File: src/rtl/dag_pkg.sv
// Package: shared routing result for the dual-array access guard.
// Assumes: one-bit strobes, active high inside the block.
package dag_pkg;
    typedef struct packed {
        logic prog_rd;
        logic prog_wr;
        logic prog_poll;
        logic data_rd;
        logic data_wr;
        logic data_poll;
        logic illegal;
    } route_t;
endpackage

File: src/rtl/dag_run_counter.sv
// Module: saturating run-length counter.
// Counts consecutive clock edges on which 'level' is high and saturates at LIMIT.
// A low sample clears the count. 'done' is high once LIMIT samples have been seen.
// Assumes: LIMIT >= 1, synchronous active-low reset.
module dag_run_counter #(
    parameter int unsigned LIMIT = 2
) (
    input  logic clk,
    input  logic rst_n,
    input  logic level,
    output logic done
);
    localparam int unsigned CW = $clog2(LIMIT + 1);
    localparam logic [CW-1:0] TOP = CW'(LIMIT);

    logic [CW-1:0] run_q;

    // Track the current run of high samples, saturating at TOP.
    always_ff @(posedge clk) begin
        if (!rst_n)
            run_q <= '0;
        else if (!level)
            run_q <= '0;
        else if (run_q != TOP)
            run_q <= run_q + 1'b1;
    end

    // Report a completed run.
    assign done = (run_q == TOP);
endmodule

File: src/rtl/dag_router.sv
// Module: combinational access router.
// Decides which array an access goes to, whether a write is allowed and whether a read
// becomes polling, and flags illegal combinations.
// Assumes: all bus inputs are active low; we_ok and armed come from the run counters.
module dag_router
    import dag_pkg::*;
(
    input  logic   ce_prog_n,
    input  logic   ce_data_n,
    input  logic   we_n,
    input  logic   oe_n,
    input  logic   supply_ok,
    input  logic   we_ok,
    input  logic   armed,
    input  logic   prog_busy,
    input  logic   data_busy,
    output route_t route
);
    logic both_sel, prog_only, data_only, rd_req, wr_allow;

    // Qualify the access type and the selected array.
    always_comb begin
        both_sel  = !ce_prog_n && !ce_data_n;
        prog_only = !ce_prog_n &&  ce_data_n;
        data_only =  ce_prog_n && !ce_data_n;
        rd_req    = !oe_n && we_n;
        wr_allow  = !we_n && we_ok && oe_n && armed && supply_ok;
    end

    // Build the routing result from the qualified access.
    always_comb begin
        route           = '0;
        route.prog_wr   = prog_only && wr_allow;
        route.data_wr   = data_only && wr_allow;
        route.prog_rd   = prog_only && rd_req && !prog_busy;
        route.prog_poll = prog_only && rd_req &&  prog_busy;
        route.data_rd   = data_only && rd_req && !prog_busy && !data_busy;
        route.data_poll = data_only && rd_req && !prog_busy &&  data_busy;
        route.illegal   = (both_sel && (!we_n || !oe_n))
                        || (data_only && rd_req && prog_busy);
    end
endmodule

File: src/rtl/dual_array_guard.sv
// Module: top of the dual-array access arbiter and write guard.
// Filters the write enable, applies the power-up lockout, routes each access
// and keeps a sticky illegal-access flag.
// Assumes: inputs are synchronous to clk; FILT_CYCLES and LOCK_CYCLES are >= 1.
module dual_array_guard
    import dag_pkg::*;
#(
    parameter int unsigned FILT_CYCLES = 2,
    parameter int unsigned LOCK_CYCLES = 1000000
) (
    input  logic clk,
    input  logic rst_n,
    input  logic ce_prog_n,
    input  logic ce_data_n,
    input  logic we_n,
    input  logic oe_n,
    input  logic supply_ok,
    input  logic prog_busy,
    input  logic data_busy,
    output logic prog_rd,
    output logic prog_wr,
    output logic prog_poll,
    output logic data_rd,
    output logic data_wr,
    output logic data_poll,
    output logic access_err
);
    logic   we_ok, armed;
    route_t route;
    logic   err_q;

    // Glitch filter: count consecutive low samples of the write enable.
    dag_run_counter #(.LIMIT(FILT_CYCLES)) u_filt (
        .clk(clk), .rst_n(rst_n), .level(!we_n), .done(we_ok)
    );

    // Power-up lockout: count consecutive good-supply samples.
    dag_run_counter #(.LIMIT(LOCK_CYCLES)) u_lock (
        .clk(clk), .rst_n(rst_n), .level(supply_ok), .done(armed)
    );

    dag_router u_route (
        .ce_prog_n(ce_prog_n), .ce_data_n(ce_data_n), .we_n(we_n), .oe_n(oe_n),
        .supply_ok(supply_ok), .we_ok(we_ok), .armed(armed),
        .prog_busy(prog_busy), .data_busy(data_busy), .route(route)
    );

    // Sticky error: set by any illegal access, cleared only by reset.
    always_ff @(posedge clk) begin
        if (!rst_n)
            err_q <= 1'b0;
        else if (route.illegal)
            err_q <= 1'b1;
    end

    // Drive the outputs from the routing result.
    assign prog_rd    = route.prog_rd;
    assign prog_wr    = route.prog_wr;
    assign prog_poll  = route.prog_poll;
    assign data_rd    = route.data_rd;
    assign data_wr    = route.data_wr;
    assign data_poll  = route.data_poll;
    assign access_err = err_q;
endmodule

File: config.mk
export PLATFORM = sky130hd
export DESIGN_NAME = dual_array_guard
export DESIGN_NICKNAME = d
export VERILOG_FILES = /design/src/rtl/dag_pkg.sv /design/src/rtl/dag_run_counter.sv /design/src/rtl/dag_router.sv /design/src/rtl/dual_array_guard.sv
export SDC_FILE = /design/constraint.sdc
export NUM_CORES = 1
export LEC_CHECK = 0
export BUFFER_PORTS_ARGS = -buffer_cell sky130_fd_sc_hd__buf_2
export CAP_MARGIN = 20
export CORE_AREA = 2 2 52 54
export CTS_BUF_LIST = sky130_fd_sc_hd__clkbuf_2 sky130_fd_sc_hd__clkbuf_4 sky130_fd_sc_hd__clkbuf_8
export DETAILED_ROUTE_END_ITERATION = 10
export DIE_AREA = 0 0 54 56
export PLACE_DENSITY = 0.74
export SYNTH_ARGS = -nofsm -noshare
export SYNTH_HDL_FRONTEND = slang
export SYNTH_SLANG_ARGS = --single-unit
File: constraint.sdc
create_clock -name clk -period 1.8 [get_ports clk]
set_input_delay 0.36 -clock clk [delete_from_list [all_inputs] [get_ports clk]]
set_output_delay 0.36 -clock clk [all_outputs]
set_load 0.02 [all_outputs]
# Yosys cells after proc, flatten, opt, wreduce, memory -nomap -nowiden
# Cells that the tools add are included.
[totals] elab_cells=39 ff_bits=23 in_bits=9 output_inout_bits=7
[op_classes] eq_ne=4 n_bitwise=1 reduce_logical=29 addsub=2
[op_table] op="20-bit by 1-bit adder with 20-bit output, second input constant" n=1
[op_table] op="20-bit == test, second input constant" n=1
[op_table] op="20-bit != test, second input constant" n=1
[op_table] op="1-bit logical AND" n=19
[op_table] op="1-bit logical NOT" n=6
[op_table] op="2-bit by 1-bit adder with 2-bit output, second input constant" n=1
[op_table] op="2-bit == test, second input constant" n=1
[op_table] op="1-bit logical OR" n=2
[op_table] op="2-bit != test, second input constant" n=1
[op_table] op="2-bit AND reduction" n=1
[op_table] op="2-bit OR reduction" n=1
[op_table] op="1-bit NOT" n=1

# Logic depth before layout (Yosys ltp)
# Gate-level depths: netlist (run 1).
[depth] word_depth=6 depth_mapped=6 depth_no_buf=6

# Cells and area by module
# A second synthesis (run 1) with hierarchy kept.
[unflattened] cells_unflattened=144 hier_area_um2=1221.2
[by_module_without_submodules] mod="dag_run_counter (u_lock)" seq_area_each_um2=400.4 instances=1 area_each_um2=992.2 cells_per_inst=116
[by_module_without_submodules] mod="dag_run_counter (u_filt)" seq_area_each_um2=40.0 instances=1 area_each_um2=103.8 cells_per_inst=11
[by_module_without_submodules] mod="dag_router" seq_area_each_um2=0.0 instances=1 area_each_um2=93.8 cells_per_inst=14
[by_module_without_submodules] mod="dual_array_guard" seq_area_each_um2=20.0 instances=1 area_each_um2=31.3 cells_per_inst=3

# Least setup slack after synthesis (run 1)
# No wires, ideal clock.
[synth_timing] kind="flip-flop to output port" startpoint="register u_lock.run_q[10]" endpoint="output data_wr" slack_ns=-0.206 required_ns=1.440 t_arrival_ns=1.646 path_stages_with_launch=5 n_path_buf=0 path_cell_list="dfxtp_1 -> or4b_1 -> nor4_2 -> nand3_2 -> nor3_2"
[synth_between] elab_chain_cells=4
[synth_lines] element="start, declared" line_no="dag_run_counter.sv:16" rtl="logic [CW-1:0] run_q;"
[synth_lines] element="start signal, assigned" line_no="dag_run_counter.sv:25" rtl="run_q <= run_q + 1'b1;"
[synth_lines] element="20-bit == test" line_no="dag_run_counter.sv:29" rtl="assign done = (run_q == TOP);"
[synth_lines] element="1-bit logical AND (2 in series)" line_no="dag_router.sv:27" rtl="wr_allow = !we_n && we_ok && oe_n && armed && supply_ok;"
[synth_lines] element="1-bit logical AND" line_no="dag_router.sv:34" rtl="route.data_wr = data_only && wr_allow;"
[synth_lines] element="end, declared" line_no="dual_array_guard.sv:24" rtl="output logic data_wr,"
# Every way passes these cells.

# Worst setup path in the final report (run 1)
[layout_timing] startpoint="register u_lock.run_q[11]" endpoint="output data_wr"
# The elaborated chain is that of the path after synthesis.

==> out/results.ini, run 1 <==
[run_status]
status=finished with violations
violations=setup timing

[logic_synthesis]
yosysSeqAreaShare=0.374
yosys_warnings=0
synthDistinctLibCells=37
synth.cells.most_frequent=dfxtp_1 (23), nor2_1 (17), nand3_1 (11), nand2_1 (10), xor2_1 (7)
syn_nets=154
synthMostInstantiatedCell=dfxtp_1
synth_top_cell_by_area=dfxtp_1
yosys.area.top_type_share=0.374
synth_edf_count=0
synth_area_leaders=dfxtp_1 (37%), nor2_1 (5.2%), xor2_1 (5.0%)
ys_ff_latch=23
syn_avg_cell_area_um2=8.67
synth_cells=142
syn_area_um2=1230
async_flop_share=0
ys.flop_type=dfxtp_1

[sta]
finalSetupViolations=2
tightestPinTransition_ns=0.399
fin_tns_setup_ns=-0.827
rsz0062_at_grt=yes
slew_headroom=0.730
report.final.slew_viol_count=0
whs_ns=0.375
finalHoldViolCount=0
fin_crit_sh=1.25
fin_skew_ns=0.00131
worst_slack_ns=-0.446
period_needed_ns=2.25
fmax_mhz=445

[clocking]
path_clk_slew_ns=0.13
cts_setup_buffers=0
root_buffer=clkbuf_4
cts.path.max_buffers=2
cts.sinks=23
clk_latency_ns=0.32
numCtsBuffers=3
cts_tree=yes
htree_levels=1
cts_hold_buffers=0

[setup_path]
start_kind=flop
crit_path_end_kind=output pin
path_cells=or4b_4 -> nor4_4 -> nand3_2 -> nor3_4 -> buf_6
worst-setup-path-type=flop to output pin
max_stage_delay_ns=0.54
worst-path-max-fanout=3
endpoint=data_wr
worstPathRequired_ns=1.44
worstPathArrival_ns=1.89
crit_start=u_lock.run_q[11]$_SDFFE_PN0P_
cp_top_family=simple AND/OR/NAND/NOR gates
critical-path-slowest-cell=or4b_4
r2r_slack_ns=0.15
path_depth=5
r2r-start=u_lock.run_q[13]$_SDFFE_PN0P_
r2r-end=u_lock.run_q[18]$_SDFFE_PN0P_
critical_path_buf_inv_count=1
r2r_cells=4

[final_layout]
nFillCells=211
ff_latch_area_um2=463
drive_gt1_frac=0.284
diodes=0
multi_input_area_um2=743
synthToLayoutAreaGrowth_pct=23.7
fin_nets=189

[global_route]
grt_pass1_vias=1128
grt_max_degree=13
grt_pass1_wl_mm=4.74
globalRouteOverflowTotal=0
antenna_found_initial=0
track_usage=0.207

[floorplanning]
dieArea_um2=3020
initial_utilization=0.506
die_y_um=56
core_area_um2=2430
ios=16
rows=18
die_w_um=54

[placed_design]
io_buffer_count=15
hpwlAfterDp_mm=2.08
gp_congestion=0.867
place_ws_ns=-0.127

[power]
p_leak_nw=0.638
finalPower_w=0.000856
p_per_area_nw_per_um2=562
vdd_drop_max_v=0.000462

[detailed_routing]
wl_mm=2.77
num_vias=1170
drtIter0Drc=25
first_pass_iters=4
antenna_left=0
drc_errors=0
post_drt_wl_per_cell_um=13.4
viasPerCell=5.68

[min_path]
hp-class=input port to flop
hp-start=we_n

[flow_run]
cap_violations=0

==> worst register-to-register path, delay by kind of cell, from the launching register on <==
kind	cells	cell delay (ns)
compound gates	1	0.15
flops	1	0.45
simple gates	3	1.00
==> cell usage in the layout (no fill, tap or decap), types with 3 or more instances in the layout <==
cell type	Yosys	layout
nand2_1	10	10
nand2b_1	4	4
mux2i_1	3	3
dfxtp_1	23	21
a21oi_1	4	4
clkbuf_4	0	4
ha_1	3	3
nor2_1	17	17
buf_4	1	19
buf_2	0	13
nand4_1	6	6
nor3_1	5	5
inv_1	5	5
xnor2_1	4	4
and3_1	6	6
xor2_1	7	7
nand3_1	11	11
nor4_1	4	4
mux2_2	3	3
==> power by group <==
part / internal, W / total, W / switching, W / leakage (nW)
Clock: 0.000102 / 0.000264 / 0.000162 / 0.0184
Sequential: 0.000515 / 0.000519 / 0.00000338 / 0.187
Combinational: 0.0000292 / 0.0000727 / 0.0000436 / 0.432
==> routing by layer <==
layer / wire (µm) / GRT usage
met1: 1230 / 0.249
met2: 1400 / 0.368
met3: 94 / 0.0269
met4: 36 / 0.0607
met5: 0 / 0
==> what timing repair did <==
item	4_1_cts	5_1_grt
gates resized for setup	6	1
pin swaps	2	3
endpoints found under the setup margin	2	3
==> cells by family after synthesis <==
kind of cell / count (synthesis) / synth area share
mux: 6 / 0.0518
compound gates: 10 / 0.0528
flops: 23 / 0.374
xor+xnor: 11 / 0.0783
simple gates: 80 / 0.370
fa+ha+maj: 3 / 0.0305
buf+inv: 9 / 0.0427
==> worst min-delay path by stage <==
stage / end / cells after the start
2_1_floorplan: u_lock.run_q[19]$_SDFFE_PN0P_ / 2
3_3_place_gp: access_err$_SDFFE_PN0P_ / 1
3_5_place_dp: access_err$_SDFFE_PN0P_ / 1
4_1_cts: u_filt.run_q[0]$_SDFFE_PP0P_ / 3
5_1_grt: u_lock.run_q[11]$_SDFFE_PN0P_ / 3
6_report: u_filt.run_q[0]$_SDFFE_PP0P_ / 3
==> per-stage QoR <==
stage                     cell area, µm²  instances  utilization
final                               1520        206        0.626
after global routing                1520        206        0.626
after CTS                           1520        206        0.626
after detailed placement            1470        202        0.603
after global placement              1470        202        0.603
after floorplan                     1240        142            -
==> state kept, by name, indices dropped and copies added (netlist names) <==
register,count
access_err,1
u_filt.run_q,2
u_lock.run_q,20
==> final cells by class <==
class                   instances  area share
multi-input cells             110       0.488
flip-flops and latches         23       0.304
repair buffers                 34       0.151
well taps                      30      0.0247
clock buffers                   4      0.0197
inverters                       5      0.0123
Power figures use the tool's default switching activity.
==> run 2, diff against run 1 <==
--- a/config.mk
+++ b/config.mk
@@ -7,10 +7,10 @@
 export LEC_CHECK = 0
 export BUFFER_PORTS_ARGS = -buffer_cell sky130_fd_sc_hd__buf_2
 export CAP_MARGIN = 20
-export CORE_AREA = 2 2 52 54
+export CORE_AREA = 3 3 53 55
 export CTS_BUF_LIST = sky130_fd_sc_hd__clkbuf_2 sky130_fd_sc_hd__clkbuf_4 sky130_fd_sc_hd__clkbuf_8
 export DETAILED_ROUTE_END_ITERATION = 10
-export DIE_AREA = 0 0 54 56
+export DIE_AREA = 0 0 56 58
 export PLACE_DENSITY = 0.74
 export SYNTH_ARGS = -nofsm -noshare
 export SYNTH_HDL_FRONTEND = slang
==> out/results.ini, run 2 (synthesized netlist as in run 1, its figures left out) <==
[setup_path]
path_cells=or4b_4 -> nor4_4 -> nand3_2 -> nor3_4 -> buf_6
worstPathArrival_ns=1.84
critical-path-slowest-cell=or4b_4
start_kind=flop
worst-path-max-fanout=3
worst-setup-path-type=flop to output pin
max_stage_delay_ns=0.54
crit_path_end_kind=output pin
critical_path_buf_inv_count=1
worstPathRequired_ns=1.44
cp_top_family=simple AND/OR/NAND/NOR gates

[final_layout]
synthToLayoutAreaGrowth_pct=24.5
stdcell_count=207
mostFrequentLayoutCells=dfxtp_1 (22), buf_4 (20), nor2_1 (17)
mostFrequentLayoutCell=dfxtp_1
multi_input_area_um2=747
stdcell_area_um2=1530
top_register=u_lock.run_q
nFillCells=219
largest_register_ffs=20
diodes=0
ff_latch_area_um2=462
fin_nets=190
drive_gt1_frac=0.294

[flow_run]
cap_violations=0

[floorplanning]
rows=18
die_w_um=56
die_y_um=58
dieArea_um2=3250
ios=16
initial_utilization=0.506
core_area_um2=2430

[placed_design]
hpwlAfterDp_mm=2.20
dp.cells=202
gp_congestion=0.890
place_ws_ns=-0.155
io_buffer_count=15
placed_area_um2=1470

[global_route]
grt_pass1_vias=1163
grt_pass1_wl_mm=4.86
grt_max_degree=13
antenna_found_initial=0
globalRouteOverflowTotal=0
track_usage=0.194

[detailed_routing]
drtIter0Drc=20
first_pass_iters=4
drc_errors=0
viasPerCell=5.63
post_drt_wl_per_cell_um=13.9
wl_mm=2.88
num_vias=1166
antenna_left=0

[clocking]
cts.path.max_buffers=2
cts_hold_buffers=0
path_clk_slew_ns=0.12
cts.sinks=23
htree_levels=1
clk_latency_ns=0.32
root_buffer=clkbuf_4
numCtsBuffers=3
cts_tree=yes

[sta]
tightestPinTransition_ns=0.401
fin_tns_setup_ns=-0.783
rsz0062_at_grt=yes
report.final.slew_viol_count=0
finalHoldViolCount=0
worst_slack_ns=-0.402
finalSetupViolations=2
fmax_mhz=454
slew_headroom=0.729
fin_skew_ns=0.00205
whs_ns=0.365
period_needed_ns=2.20
fin_crit_sh=1.22

[min_path]
hp-class=input port to flop

[run_status]
violations=setup timing
status=finished with violations

[power]
p_leak_nw=0.638
vdd_drop_max_v=0.000491
p_per_area_nw_per_um2=557

## run 2: cell count changes in the layout (fill, tap and decap cells not counted)
cell	change
and4_1	-1
dfxtp_2	-1
ha_1	-1
dfxtp_1	+1
buf_4	+1
ha_2	+1
and4_2	+1
## run 2: repair_timing
| action | 4_1_cts | 5_1_grt |
|---|---|---|
| buffers inserted | 0 | 1 |
| pin swaps | 2 | 3 |
| setup endpoints to repair | 2 | 6 |
| resized for setup | 4 | 4 |
## run 2: metrics by stage
| step | utilization | power, W |
|---|---|---|
| finish | 0.630 | 0.000853 |
| global route | 0.630 | 0.000893 |
| CTS | 0.620 | 0.000862 |
| detailed placement | 0.603 | 0.000604 |
| global placement | 0.603 | 0.000599 |
| floorplan | - | 0.000574 |
## run 2: report_power, final
part           internal [W]  leakage, nW  switching [W]  total (W)
Combinational     0.0000293        0.433      0.0000441  0.0000735
Clock              0.000102       0.0184       0.000159   0.000261
Sequential         0.000515        0.187     0.00000339   0.000519
## run 2: final timing paths
check,startpoint,endpoint,slack [ns],cells after the start
hold / removal,we_n,u_filt.run_q[0]$_SDFFE_PP0P_,0.37,3
setup / recovery,u_lock.run_q[12]$_SDFFE_PN0P_,data_wr,-0.40,5
hold reg to reg,access_err$_SDFFE_PN0P_,access_err$_SDFFE_PN0P_,0.48,1
setup reg to reg,u_lock.run_q[11]$_SDFFE_PN0P_,u_lock.run_q[19]$_SDFFE_PN0P_,0.14,6
## run 2: worst min-delay path: cells and delay by family
kind	cells	cell delay, ns
buffers and inverters	1	0.12
AND/OR/NAND/NOR	2	0.18
## run 2: cell type report
cell class / count / area share
multi-input cells: 110 / 0.487
repair buffers: 35 / 0.155
clock buffers: 4 / 0.0196
inverters: 5 / 0.0122
flip-flops and latches: 23 / 0.301
well taps: 30 / 0.0245
## run 2: routing by layer
layer / share of wire / vias up / wire (µm) / GRT usage
li1: - / 578 / - / -
met1: 0.41 / 559 / 1170 / 0.218
met2: 0.54 / 25 / 1560 / 0.356
met3: 0.033 / 4 / 96 / 0.0223
met4: 0.020 / 0 / 57 / 0.108
met5: 0 / - / 0 / 0
